**src/rtl/e1ta_pkg.sv**
```systemverilog
package e1ta_pkg;
  localparam int TS_BITS    = 8;
  localparam int N_TS       = 32;
  localparam int FRAME_BITS = TS_BITS * N_TS;
  localparam int BIT_W      = $clog2(FRAME_BITS);
  localparam int TS_W       = $clog2(N_TS);
  localparam int MF_W       = 4;
  localparam int DIV64      = 32;
endpackage

```
**src/rtl/e1ta_rst_sync.sv**
```systemverilog
module e1ta_rst_sync (
  input  logic clk,
  input  logic rst_n,
  output logic rst_q_n
);
  logic [1:0] sync_q;

  always_ff @(posedge clk or negedge rst_n) begin
    if (!rst_n) sync_q <= 2'b00;
    else        sync_q <= {sync_q[0], 1'b1};
  end

  assign rst_q_n = sync_q[1];
endmodule

```
**src/rtl/e1ta_ebit.sv**
```systemverilog
module e1ta_ebit #(
  parameter int BIT_W  = 8,
  parameter int MF_W   = 4,
  parameter int EFRM_A = 13,
  parameter int EFRM_B = 15
) (
  input  logic [BIT_W-1:0] bit_cnt,
  input  logic [MF_W-1:0]  mf_frame,
  input  logic [1:0]       rx_cmp,
  input  logic             crc_lost,
  input  logic             force_lvl,
  output logic             is_ebit,
  output logic             ebit_val
);
  localparam logic [MF_W-1:0] FA = MF_W'(EFRM_A);
  localparam logic [MF_W-1:0] FB = MF_W'(EFRM_B);

  logic in_a, in_b;

  always_comb begin
    in_a     = (mf_frame == FA);
    in_b     = (mf_frame == FB);
    is_ebit  = (bit_cnt == '0) && (in_a || in_b);
    if (crc_lost) ebit_val = force_lvl;
    else          ebit_val = in_b ? rx_cmp[1] : rx_cmp[0];
  end
endmodule

```
**src/rtl/e1ta_overlay.sv**
```systemverilog
module e1ta_overlay
  import e1ta_pkg::*;
#(
  parameter int TS_ZERO = 0,
  parameter int TS_SIG  = 16
) (
  input  logic             clk,
  input  logic             rst_n,
  input  logic             bit_en,
  input  logic             din,
  input  logic [BIT_W-1:0] bit_cnt,
  input  logic             all_ais,
  input  logic             ts0_ais,
  input  logic             ts16_ais,
  input  logic             is_ebit,
  input  logic             ebit_val,
  output logic             tx_out
);
  localparam int SH = $clog2(TS_BITS);
  localparam logic [TS_W-1:0] TS0_IDX  = TS_W'(TS_ZERO);
  localparam logic [TS_W-1:0] TS16_IDX = TS_W'(TS_SIG);

  logic [TS_W-1:0] ts_idx;
  logic hit0, hit16, tx_nxt, tx_q;

  always_comb begin
    ts_idx = TS_W'(bit_cnt >> SH);
    hit0   = (ts_idx == TS0_IDX);
    hit16  = (ts_idx == TS16_IDX);
    tx_nxt = din;
    if (is_ebit)           tx_nxt = ebit_val;
    if (hit16 && ts16_ais) tx_nxt = 1'b1;
    if (hit0 && ts0_ais)   tx_nxt = 1'b1;
    if (all_ais)           tx_nxt = 1'b1;
  end

  always_ff @(posedge clk or negedge rst_n) begin
    if (!rst_n)      tx_q <= 1'b0;
    else if (bit_en) tx_q <= tx_nxt;
  end

  assign tx_out = tx_q;

  a_r1_all_ones: assert property (@(posedge clk) disable iff (!rst_n)
    (bit_en && all_ais) |=> tx_out);
  a_r3_ts0_ones: assert property (@(posedge clk) disable iff (!rst_n)
    (bit_en && ts0_ais && bit_cnt < BIT_W'(TS_BITS)) |=> tx_out);
  a_r11_hold: assert property (@(posedge clk) disable iff (!rst_n)
    !bit_en |=> $stable(tx_out));
endmodule

```
**src/rtl/e1ta_oe.sv**
```systemverilog
module e1ta_oe (
  input  logic clk,
  input  logic rst_n,
  input  logic los,
  input  logic lof,
  input  logic crc_lost,
  input  logic ais_rx,
  input  logic mf_lost,
  input  logic ais16_rx,
  input  logic data_tri,
  input  logic sig_tri,
  output logic data_oe,
  output logic sig_oe
);
  logic d_nxt, s_nxt, d_q, s_q;

  always_comb begin
    d_nxt = !(data_tri && (los || lof || crc_lost || ais_rx));
    s_nxt = !(sig_tri && (mf_lost || ais16_rx));
  end

  always_ff @(posedge clk or negedge rst_n) begin
    if (!rst_n) begin
      d_q <= 1'b0;
      s_q <= 1'b0;
    end else begin
      d_q <= d_nxt;
      s_q <= s_nxt;
    end
  end

  assign data_oe = d_q;
  assign sig_oe  = s_q;

  a_r8_los_tristates: assert property (@(posedge clk) disable iff (!rst_n)
    (data_tri && los) |=> !data_oe);
  a_r8_driven_when_clear: assert property (@(posedge clk) disable iff (!rst_n)
    !data_tri |=> data_oe);
  a_r9_sig_driven_when_clear: assert property (@(posedge clk) disable iff (!rst_n)
    !sig_tri |=> sig_oe);
endmodule

```
**src/rtl/e1ta_fpdiv.sv**
```systemverilog
module e1ta_fpdiv
  import e1ta_pkg::*;
(
  input  logic clk,
  input  logic rst_n,
  input  logic bit_en,
  input  logic sel64,
  output logic fp_out
);
  localparam int HB = $clog2(DIV64) - 1;

  logic [BIT_W-1:0] div_q, div_nxt;

  always_comb div_nxt = div_q + 1'b1;

  always_ff @(posedge clk or negedge rst_n) begin
    if (!rst_n)      div_q <= '0;
    else if (bit_en) div_q <= div_nxt;
  end

  assign fp_out = sel64 ? !div_q[HB] : (div_q == '0);

  a_r10_div_step: assert property (@(posedge clk) disable iff (!rst_n)
    bit_en |=> (div_q == $past(div_q) + 1'b1));
  a_r11_div_hold: assert property (@(posedge clk) disable iff (!rst_n)
    !bit_en |=> $stable(div_q));
endmodule

```
**src/rtl/e1_tx_alarm_ins.sv**
```systemverilog
module e1_tx_alarm_ins
  import e1ta_pkg::*;
#(
  parameter int EFRM_A = 13,
  parameter int EFRM_B = 15
) (
  input  logic             clk,
  input  logic             rst_n,
  input  logic             bit_en,
  input  logic             tx_in,
  input  logic [BIT_W-1:0] bit_cnt,
  input  logic [MF_W-1:0]  mf_frame,
  input  logic [1:0]       rx_cmp,
  input  logic             crc_lost,
  input  logic             los,
  input  logic             lof,
  input  logic             ais_rx,
  input  logic             mf_lost,
  input  logic             ais16_rx,
  input  logic             ctl_all_ais,
  input  logic             ctl_ts0_ais,
  input  logic             ctl_ts16_ais,
  input  logic             ctl_ebit_force,
  input  logic             ctl_data_tri,
  input  logic             ctl_sig_tri,
  input  logic             ctl_clk64,
  output logic             tx_out,
  output logic             data_oe,
  output logic             sig_oe,
  output logic             fp_out
);
  logic rst_q_n, is_ebit, ebit_val;

  e1ta_rst_sync u_rst (.clk(clk), .rst_n(rst_n), .rst_q_n(rst_q_n));

  e1ta_ebit #(.BIT_W(BIT_W), .MF_W(MF_W), .EFRM_A(EFRM_A), .EFRM_B(EFRM_B)) u_ebit (
    .bit_cnt(bit_cnt), .mf_frame(mf_frame), .rx_cmp(rx_cmp),
    .crc_lost(crc_lost), .force_lvl(ctl_ebit_force),
    .is_ebit(is_ebit), .ebit_val(ebit_val));

  e1ta_overlay u_ovl (
    .clk(clk), .rst_n(rst_q_n), .bit_en(bit_en), .din(tx_in), .bit_cnt(bit_cnt),
    .all_ais(ctl_all_ais), .ts0_ais(ctl_ts0_ais), .ts16_ais(ctl_ts16_ais),
    .is_ebit(is_ebit), .ebit_val(ebit_val), .tx_out(tx_out));

  e1ta_oe u_oe (
    .clk(clk), .rst_n(rst_q_n), .los(los), .lof(lof), .crc_lost(crc_lost),
    .ais_rx(ais_rx), .mf_lost(mf_lost), .ais16_rx(ais16_rx),
    .data_tri(ctl_data_tri), .sig_tri(ctl_sig_tri),
    .data_oe(data_oe), .sig_oe(sig_oe));

  e1ta_fpdiv u_div (
    .clk(clk), .rst_n(rst_q_n), .bit_en(bit_en), .sel64(ctl_clk64), .fp_out(fp_out));
endmodule

```
**config.mk**
```make
export PLATFORM = sky130hd
export DESIGN_NAME = e1_tx_alarm_ins
export DESIGN_NICKNAME = d
export VERILOG_FILES = /design/src/rtl/e1ta_pkg.sv /design/src/rtl/e1ta_rst_sync.sv /design/src/rtl/e1ta_ebit.sv /design/src/rtl/e1ta_overlay.sv /design/src/rtl/e1ta_oe.sv /design/src/rtl/e1ta_fpdiv.sv /design/src/rtl/e1_tx_alarm_ins.sv
export SDC_FILE = /design/constraint.sdc
export NUM_CORES = 1
export LEC_CHECK = 0
export ABC_AREA = 1
export BUFFER_PORTS_ARGS = -buffer_cell sky130_fd_sc_hd__buf_2
export CAP_MARGIN = 25
export CORE_MARGIN = 3
export CORE_UTILIZATION = 44
export CTS_CLUSTER_DIAMETER = 120
export CTS_CLUSTER_SIZE = 10
export DETAILED_ROUTE_END_ITERATION = 10
export PLACE_DENSITY_LB_ADDON = 0.05
export SYNTH_ARGS = -nofsm -noshare
export SYNTH_HDL_FRONTEND = slang
export SYNTH_HIERARCHICAL = 1
export SYNTH_SLANG_ARGS = --single-unit
```
**constraint.sdc**
```tcl
create_clock -name clk -period 1.43 [get_ports clk]
set_input_delay 0.286 -clock clk [delete_from_list [all_inputs] [get_ports clk]]
set_output_delay 0.286 -clock clk [all_outputs]
set_load 0.01 [all_outputs]
```
# Word-level counts from Yosys, hierarchy flattened
# Index checks and enable logic that the tools add are counted.
# word_totals
regBits	13
out_inout_bits	4
wordCells	32
# classes
n_addsub	1
eq_ne	3
n_mux	7
reduce_logical	16
# op_table
cell	n
zero test 8 bit	2
adder 8 x 1 -> 8 bit, second input constant	1
equality test 4 bit, second input constant	2
two-way mux 1 bit	7
equality test 5 bit, second input constant	1
logical AND 1 bit	5
zero test 5 bit	1
logical OR 1 bit	5
zero test 1 bit	3

# Logic depth before layout (Yosys ltp)
# Gate-level depths: netlist of run 1.
# logic_depth
word_depth	7
ltp_mapped	9

# Cells and area by module
# The synthesis of run 1 kept the hierarchy.
# modules_own_cells
mod	n_inst	cells_per_inst	area_each_um2	seq_area_each_um2
e1ta_fpdiv	1	58	444.2	200.2
e1ta_overlay	1	20	100.1	25.0
e1ta_ebit	1	18	78.8	0.0
e1ta_oe	1	7	70.1	50.0
e1ta_rst_sync	1	3	53.8	50.0

# Worst setup path before layout of run 1
# OpenSTA, ideal clock, no wires.
# synth_timing
kind	register to output
start	register u_div.div_q[0]
end	output fp_out
arrival_ns	0.862
required_time_ns	1.144
slack_ns	0.282
stages_incl_launch_ff	7
path_buffers	0
path_cell_list	dfrtp_1 inv_1 ha_1 inv_1 nor2_1 nand3_1 nand2_1
# synth_via
elab_chain_cells	2
# synth_lines
item	line_no	rtl
start, declared	e1ta_fpdiv.sv:12	logic [BIT_W-1:0] div_q, div_nxt;
start signal, assigned	e1ta_fpdiv.sv:18	else if (bit_en) div_q <= div_nxt;
zero test 8 bit	e1ta_fpdiv.sv:21	assign fp_out = sel64 ? !div_q[HB] : (div_q == '0);
two-way mux 1 bit	e1ta_fpdiv.sv:21	
end, declared	e1_tx_alarm_ins.sv:30	output logic fp_out
# Every way passes these cells.

# Final worst setup path of run 1
# layout_timing
start	register u_div.div_q[1]
end	output fp_out
# Same word-level chain as after synthesis.

==> results of run 1 <==
[final timing paths]
path,cells after the start,from,endpoint,slack [ns]
hold reg to reg,0,u_rst/sync_q[1],u_div/div_q[5],0.18
setup / recovery,7,u_div/div_q[1],fp_out,-0.08
hold / removal,2,ctl_data_tri,u_oe/data_oe,0.16
max in group asynchronous,0,u_rst/sync_q[1],u_ovl/tx_out,0.93
min in group asynchronous,0,u_rst/sync_q[1],u_div/div_q[5],0.18
setup reg to reg,7,u_div/div_q[0],u_div/div_q[6],0.26
[through the flow]
stage / hold WS [ns] / setup WS (ns) / instances
CTS: 0.156 / -0.108 / 163
finish: 0.160 / -0.0773 / 163
global placement: 0.0709 / 0.189 / 156
global route: 0.161 / -0.197 / 163
floorplan: -0.00959 / 0.282 / 106
detailed placement: 0.0717 / 0.142 / 156
[sequential cells by signal, summed over array words and instances (netlist names)]
name	cells
u_oe/data_oe	1
u_ovl/tx_out	1
u_div/div_q	8
u_oe/sig_oe	1
u_rst/sync_q	2
[layout make-up]
type,instances,area share [%]
multi-input combinational,73,35.1
sequential,13,32.9
timing repair buffer,37,19.7
inverter,20,7.59
clock buffer,4,2.66
tap,16,2.03
[where the power goes]
group | switching, uW | internal (uW)
registers | 88.2 | 472
logic | 250 | 206
clock network | 117 | 108
[cells in the final DEF, fill, tap and decap left out]
| master | synthesis | routed |
|---|---|---|
| dfrtp_1 | 13 | 13 |
| nand3_1 | 7 | 7 |
| o21bai_1 | 1 | 1 |
| nor3_1 | 1 | 1 |
| nand3b_1 | 1 | 1 |
| nor2_2 | 2 | 2 |
| dlygate4sd3_1 | 0 | 1 |
| nor2_1 | 15 | 15 |
| ha_1 | 2 | 2 |
| nand2_2 | 1 | 1 |
| conb_1 | 1 | 1 |
| o21ai_0 | 2 | 2 |
| xor2_1 | 4 | 4 |
| buf_4 | 0 | 2 |
| nand2_1 | 35 | 35 |
| clkbuf_4 | 0 | 3 |
| clkbuf_1 | 0 | 1 |
| nor2_4 | 1 | 1 |
| buf_2 | 0 | 34 |
| inv_1 | 20 | 20 |
[timing repair]
| item | 4_1_cts | 5_1_grt |
|---|---|---|
| hold buffers | 1 | 0 |
| setup endpoints to repair | 1 | 1 |
| pin swaps | 1 | 0 |
| hold endpoints to repair | 2 | 0 |
| setup buffers | 2 | 0 |
[critical path, delay by kind of cell (launching register included)]
family	cells	cell delay, ns
buffers and inverters	3	0.23
adder cells (fa/ha/maj)	1	0.13
flip-flops	1	0.38
AND/OR/NAND/NOR	3	0.22
[layer usage]
layer / routed length [um] / share of wire, % / vias to the layer above
met2: 634 / 44 / 28
met5: 0 / 0 / -
met3: 94 / 6.6 / 2
met4: 27 / 1.9 / 0
li1: - / - / 393
met1: 675 / 47 / 288
[cell families (layout without fill, tap and decap cells)]
group	after synthesis	count (layout)	share of synthesized area [%]
other	1	1	0.502
adders and majority gates	2	2	3.35
AOI/OAI and AO/OA	3	3	2.35
buffers and inverters	20	61	10.0
and+or+nand+nor	63	63	35.5
xor gates and xnor gates	4	4	4.69
DFF	13	13	43.6
==> metrics.txt, run 1 <==
std cell rows 14; drt initial violations 7; Area after DPL 937 sq um; Yosys reg bits 13; Tcrit/Tclk final 105%; register area 325 sq um; CP Capture Type output port; post-DR vias/cell 4.36; number of synthesized flops with an enable pin 0; Post-synth top flop dfrtp_1; Multi-input gate area 347 sq um; Initial Util 47.9%; status finished with violations; met2 GRT Util 23.8%; CP required 1.14 ns; CP max FO 2; ys async rst share 100%; slowest CP cell dfrtp_1; fin area 988 sq um; GP Congestion 0.817; Slew Viols, Final 0; Mapped Cells ~110; global-route wire length before repair approximately 2300 um; total power 1240 uW; synth unique cells 15; Final Hold Vio Count 0; port buffer count 34; Boundary Pins 35; Remaining DRCs 0; fin util 63.4%; area share of the largest cell type after synthesis a little over two fifths; Synth area leaders dfrtp_1 (44%), nand2_1 (18%), inv_1 (10%), nor2_1 (7.5%), nand3_1 (4.7%); clk sink count 13; worst setup path class reg2out; grt met1 use 18.6%; CTS tree yes; DP HPWL 1170 um; Fill cells 144; Mean Syn Cell Area 7.05 sq um; GRT Max-Usage Layer met2; chip width 47.2 um; layout cell share with drive strength beyond 1 29.3%; H-tree depth 1; cell leakage power 0.000579 uW; CTS Buf Count 3; most frequent cell after synthesis nand2_1; failing checks setup timing; Min-Delay Path Class in2reg; Root Buffer clkbuf_4; Mapped Area approximately 750 sq um; number of global-route vias before repair 623; CP Data Arrival Time 1.22 ns; vias about 710; GRT Total Usage 15.0%; Die Y 47.2 um; Skew-Pair Late Insertion Delay 0.27 ns; commonest cells in the netlist nand2_1 (35), inv_1 (20), nor2_1 (15); type of origin of the critical path flop; n_diodes 0; final antenna-violating net count 0; Avg WL per Cell 8.78 um; yosys warns 6; DRT Pass-1 Iters 4; Tmin final between 1.5 and 2 ns; initial antenna violation count 0; pin count of the biggest net entering global routing 12; max cap viols 0; CTS max path bufs 2; die area 2230 sq um; CP Cell Sequence inv_1 -> ha_1 -> inv_1 -> nor2_1 -> nand3_1 -> nand2_1 -> buf_2; Final WS setup -0.0773 ns; Crit path top cell by count inv_1; Pwr Density between 1000 and 1500 nW/um^2; Nets between 150 and 200; VDD IR max 0.000497 V; Core ar. 1560 sq um; GRT Residual Overflow 0; area leader, netlist dfrtp_1; met3 GRT Util 1.15%; Resize count post-CTS 0; fmax 0.663 GHz; syn nets 139; RSZ-0062 raised after global routing true; area delta synth->final 32.3%; final WL between 1000 and 1500 um; final setup vio count 1; slowest stage delay, CP 0.38 ns; setup TNS -0.0773 ns; skew final 0.00769 ns; clock slew at reported path FFs 0.08 ns; post-synthesis sequential area ratio 43.6%
(Power assumes the default switching activity.)
==> run 2, diff against run 1 <==
--- a/config.mk
+++ b/config.mk
@@ -9,7 +9,8 @@
 export BUFFER_PORTS_ARGS = -buffer_cell sky130_fd_sc_hd__buf_2
 export CAP_MARGIN = 25
 export CORE_MARGIN = 3
-export CORE_UTILIZATION = 44
+export CORE_UTILIZATION = 45
+export CTS_BUF_LIST = sky130_fd_sc_hd__clkbuf_4
 export CTS_CLUSTER_DIAMETER = 120
 export CTS_CLUSTER_SIZE = 10
 export DETAILED_ROUTE_END_ITERATION = 10
==> run 2 against run 1 <==
- the run still ends with setup timing left
- via count decreased by 0.98%
- combinational power increased by 12%
- utilization increased by 2.3 points
- first-iteration DRC count increased by 29%
- clock power increased by 5%
- die area decreased by 1.9%
- critical path type unchanged
- sequential share of layout area decreased by 0.77 points
- largest power group unchanged
- flip-flop and latch count unchanged
- design area increased by 2.4%
- fmax increased by 0.87%
- non-clock buffer count increased by 1
- largest cell class unchanged
==> metrics.txt, run 2 (same netlist as run 1, synthesis figures left out) <==
GRT Residual Overflow 0; GP Congestion 0.768; Root Buffer clkbuf_4; failing checks setup timing; initial antenna violation count 0; final antenna-violating net count 0; Int Pwr 838 uW; chip width 46.7 um; r2r setup slk 0.20 ns; global-route wire length before repair 2230 um; status finished with violations; Avg WL per Cell between 8 and 9 um; DP HPWL 1110 um; Multi-input gate area 359 sq um; Comb pwr share 39.0%; pin count of the biggest net entering global routing 12; GRT Total Usage between 10% and 20%; final hold slack 0.165 ns; biggest regs u_div/div_q (8), u_rst/sync_q (2); Final Hold Vio Count 0; vias 704; Min-Delay Path Depth 2; Skew-Pair Late Insertion Delay between 0.2 and 0.3 ns; VDD IR max 0.000612 V; reg2reg end u_div/div_q[4]; Slew Viols, Final 0; H-tree depth 1; clock slew at reported path FFs about 0.080 ns; Tmin final 1.49 ns; CP max FO 2; Core ar. ~1500 sq um; register area 325 sq um; area delta synth->final 35.5%; port buffer count 34; fmax 0.669 GHz; post-DR vias/cell 4.29; skew final 0.00227 ns; die area 2180 sq um; cell leakage power 0.000585 uW; WHS Endpoint u_oe/data_oe; Metal-1 WL 638 um; number of global-route vias before repair 597; CP required 1.14 ns; Die Y 46.7 um; final setup vio count 1; Initial Util 48.5%; register with the most flip-flops u_div/div_q; Largest register FFs 8; final WL 1380 um; DR top layer met4; Tcrit/Tclk final 104%; Final WS setup -0.0642 ns; Fill cells 146; Min-Delay Path Class in2reg; Nets about 180; switching power total 471 uW; RSZ-0062 raised after global routing true; CTS max path bufs 2; std cell rows 14; CTS Buf Count 3; worst setup path class reg2out; n_diodes 0; max cap viols 0; Pwr Density ~1300 nW/um^2; clk sink count 13; pre-CTS setup slack between 0.15 and 0.2 ns; CTS tree yes; Remaining DRCs 0; commonest non-fill, non-tap cell in the layout nand2_1; type of origin of the critical path flop; most frequent cells in the layout nand2_1 (35), buf_2 (34), inv_1 (17); Switching Fraction 36.0%; CP Capture Type output port; clock share of power 18.0%; Boundary Pins 35; Flop pwr share 42.9%; cells on worst reg2reg path 6; hold path start ctl_data_tri; drt initial violations 9; met3 WL post-DR between 100 and 150 um; reg-to-reg startpoint u_div/div_q[1]; routed wl met2 627 um; CP Data Arrival Time 1.21 ns; DRT Pass-1 Iters 4; layout cell share with drive strength beyond 1 33.1%
run 2: metrics by stage:
stage | total power, uW | area, sq um | setup TNS (ns) | utilization (%) | std cells
6_report | 1310 | 1010 | -0.0642 | 65.7 | 164
4_1_cts | 1260 | 992 | -0.0939 | 64.4 | 163
5_1_grt | 1430 | 1010 | -0.140 | 65.7 | 164
3_5_place_dp | 974 | 937 | 0 | 60.8 | 156
3_3_place_gp | 961 | 937 | 0 | 60.8 | 156
2_1_floorplan | 845 | 747 | 0 | - | 106
run 2: worst max-delay path, cell delays in order (launching register included):
cell and delay [ns]:
dfrtp_1 0.39, inv_2 0.08, ha_4 0.12, inv_2 0.02
nor2_1 0.07, nand3_1 0.08, nand2_1 0.06, buf_2 0.12
run 2: area by class of cell:
class                      instances  share of cell area [%]
timing repair buffer              38                    20.0
tap                               16                    1.98
clock buffer                       4                    2.97
sequential                        13                    32.1
inverter                          20                    7.42
multi-input combinational         73                    35.5
run 2: power groups by stage:
stage,combinational [uW],clock (uW),sequential (uW)
floorplan,284,0,561
global placement,387,0,574
detailed placement,393,0,581
CTS,455,249,557
global route,594,263,573
finish,511,236,562
run 2: how the worst max path moves through the flow:
stage / from / to / cells past startpoint
6_report: u_div/div_q[1] / fp_out / 7
5_1_grt: u_div/div_q[1] / fp_out / 7
4_1_cts: u_div/div_q[1] / fp_out / 7
3_5_place_dp: u_div/div_q[0] / fp_out / 7
3_3_place_gp: u_div/div_q[1] / fp_out / 7
2_1_floorplan: u_div/div_q[0] / fp_out / 6
run 2: what timing repair did:
| item | 4_1_cts | 5_1_grt |
|---|---|---|
| gates resized for setup | 0 | 5 |
| hold buffers | 1 | 0 |
| buffers inserted | 2 | 1 |
| pin swaps | 0 | 3 |
| endpoints found under the setup margin | 1 | 1 |
| endpoints found under the hold margin | 2 | 0 |
run 2: routing by layer:
metal / track usage (%) / vias up
met5: 0 / -
li1: - / 392
met1: 18.1 / 287
met4: 6.63 / 0
met3: 3.45 / 2
met2: 22.8 / 23
==> run 3, diff against run 2 <==
--- a/config.mk
+++ b/config.mk
@@ -8,6 +8,7 @@
 export ABC_AREA = 1
 export BUFFER_PORTS_ARGS = -buffer_cell sky130_fd_sc_hd__buf_2
 export CAP_MARGIN = 25
+export CORE_ASPECT_RATIO = 0.8
 export CORE_MARGIN = 3
 export CORE_UTILIZATION = 45
 export CTS_BUF_LIST = sky130_fd_sc_hd__clkbuf_4
@@ -17,5 +18,4 @@
 export PLACE_DENSITY_LB_ADDON = 0.05
 export SYNTH_ARGS = -nofsm -noshare
 export SYNTH_HDL_FRONTEND = slang
-export SYNTH_HIERARCHICAL = 1
 export SYNTH_SLANG_ARGS = --single-unit
==> run 3 against run 2 <==
- the run still ends with setup timing left
- utilization up 3.3 points
- flip-flop and latch count did not move
- hold slack lost 0.0069 ns
- sequential share of layout area is 0.079 points lower
- area after synthesis up 0.67%
- die area grew 0.73%
- via count is 3.8% higher
- fmax shrank 9.6%
- sequential power grew 7.8%
- non-clock buffer count is 1 higher
- count of clock-buffer cells in the layout down 1
- global-route usage up 3.1 points
==> metrics.txt, run 3 <==
status finished with violations; failing checks setup timing; Metal-1 WL about 690 um; global-route wire length before repair 2680 um; clk sink count 13; post-synthesis sequential area ratio between 40% and 50%; chip width 51.7 um; Pwr Density 1270 nW/um^2; Slew Viols, Final 0; final WL roughly 1600 um; max cap viols 0; std cell rows 12; area leader, netlist dfrtp_1; reg-to-reg startpoint u_div.div_q[0]; reg2reg end u_div.div_q[6]; type of origin of the critical path flop; die area 2200 sq um; CP Capture Type output port; commonest non-fill, non-tap cell in the layout buf_2; number of synthesized flops with an enable pin 0; fin area about 1000 sq um; final setup vio count 1; most frequent cell after synthesis nand2_1; cell leakage power 0.000568 uW; worst setup path class reg2out; Remaining DRCs 0; total power 1290 uW; Core ar. about 1500 sq um; CTS tree yes; GRT Total Usage 17.3%; Root Buffer clkbuf_4; fmax between 0.6 and 0.7 GHz; n_diodes 0; Tmin final 1.65 ns; drt initial violations 25; biggest regs u_div.div_q (8), u_rst.sync_q (2); layout cell share with drive strength beyond 1 around 36%; yosys warns 0; synth unique cells 19; CTS max path bufs 2; initial antenna violation count 0; r2r setup slk roughly 0.21 ns; DP HPWL between 1000 and 1500 um; VDD IR max between 0.0007 and 0.0008 V; Mean Syn Cell Area 7.83 sq um; CP Launch Point u_div.div_q[7]; CP max FO 2; met3 WL post-DR about 180 um; crit path capture fp_out; GP Congestion a little over 0.9; fin util approximately 69%; DRT Pass-1 Iters 4; Post-synth top flop dfrtp_1; Avg WL per Cell approximately 10 um; register with the most flip-flops u_div.div_q; skew final 0.00141 ns; Initial Util 51.1%; final antenna-violating net count 0; Mapped Area 752 sq um; Min-Delay Path Class in2reg; Skew-Pair Late Insertion Delay 0.29 ns; Tcrit/Tclk final 116%; pre-CTS setup slack between 0.07 and 0.08 ns; Area after DPL about 940 sq um; Yosys reg bits 13; vias 731; setup TNS -0.223 ns; post-DR vias/cell 4.60; most frequent cells in the layout buf_2 (34), nand2_1 (23), inv_1 (19); clock slew at reported path FFs 0.08 ns; number of global-route vias before repair 655; CP Data Arrival Time 1.37 ns; syn nets 129; Synth area leaders dfrtp_1 (43%), nand2_1 (11%), inv_1 (9.5%), nor2_1 (7.0%), xnor2_1 (3.5%); CP required 1.14 ns; Die Y 42.6 um; area delta synth->final 34.9%; DR top layer met4; pin count of the biggest net entering global routing 12; Final WS setup -0.223 ns; port buffer count 34; H-tree depth 1; cells on worst reg2reg path 5; Final Hold Vio Count 0; commonest cells in the netlist nand2_1 (23), inv_1 (19), nor2_1 (14); CTS Buf Count 3; routed wl met2 698 um; RSZ-0062 raised after global routing true; Largest register FFs 8; Mapped Cells 96; Nets 172; area share of the largest cell type after synthesis between 40% and 50%; GRT Residual Overflow 0; ys async rst share 100%; Boundary Pins 35
==> run 3: cell types whose count changed after synthesis, sizes merged, moves of 2 or more <==
cell | before | now
a21oi | 0 | 2
nand3 | 7 | 5
nor2 | 18 | 16
xnor2 | 0 | 3
nand2 | 36 | 23
o21ai | 2 | 4
==> run 3: power by group <==
group / switching, uW / internal [uW] / total, uW
Combinational: 228 / 223 / 452
Sequential: 129 / 476 / 606
Clock: 128 / 104 / 232
Total: 486 / 804 / 1290
==> run 3: area by class of cell <==
class                   instances  area (sq um)
repair buffers                 39           210
multi-input cells              63           354
inverters                      19          71.3
clock inverters                 1          5.00
well taps                      21          26.3
flip-flops and latches         13           325
fillers                       137           457
clock buffers                   3          22.5
==> run 3: worst max-delay path, stage by stage (launching register included) <==
cell and delay [ns]:
dfrtp_1 0.40, nor4_2 0.30, nand3_1 0.13, a21oi_2 0.12, buf_2 0.13
==> run 3: stage by stage <==
step | hold WS (ns) | instances
6_report | 0.159 | 159
4_1_cts | 0.148 | 156
3_5_place_dp | 0.0723 | 150
5_1_grt | 0.132 | 159
3_3_place_gp | 0.0700 | 150
2_1_floorplan | -0.00959 | 96
==> run 3: cells by family (layout without fill, tap and decap cells) <==
family	Yosys count	count (layout)	synth area share [%]
xor gates and xnor gates	6	6	6.99
AOI/OAI and AO/OA	7	7	5.16
and+or+nand+nor	47	47	29.8
DFF	13	13	43.3
buffers and inverters	20	62	11.0
adders and majority gates	2	2	3.33
other	1	1	0.499
==> run 3: routing by layer <==
metal  track usage, %  vias up
met3             10.3        7
met2             23.1       33
met4             9.42        0
met1             21.3      320
met5                0        -
li1                 -      371
==> run 3: how the worst min path moves through the flow <==
stage,to,startpoint,depth (start not counted)
floorplan,u_rst.sync_q[0],rst_n,0
global placement,u_rst.sync_q[1],rst_n,1
detailed placement,u_rst.sync_q[1],rst_n,1
CTS,u_oe.data_oe,ctl_data_tri,2
global route,u_oe.data_oe,ctl_data_tri,2
finish,u_oe.data_oe,ctl_data_tri,2
==> run 3: repair_timing <==
action                                  4_1_cts  5_1_grt
endpoints found under the hold margin         2        0
endpoints found under the setup margin        1        1
hold buffers                                  1        0
resized for setup                             1        1
setup buffers                                 1        3
pin swaps                                     0        2
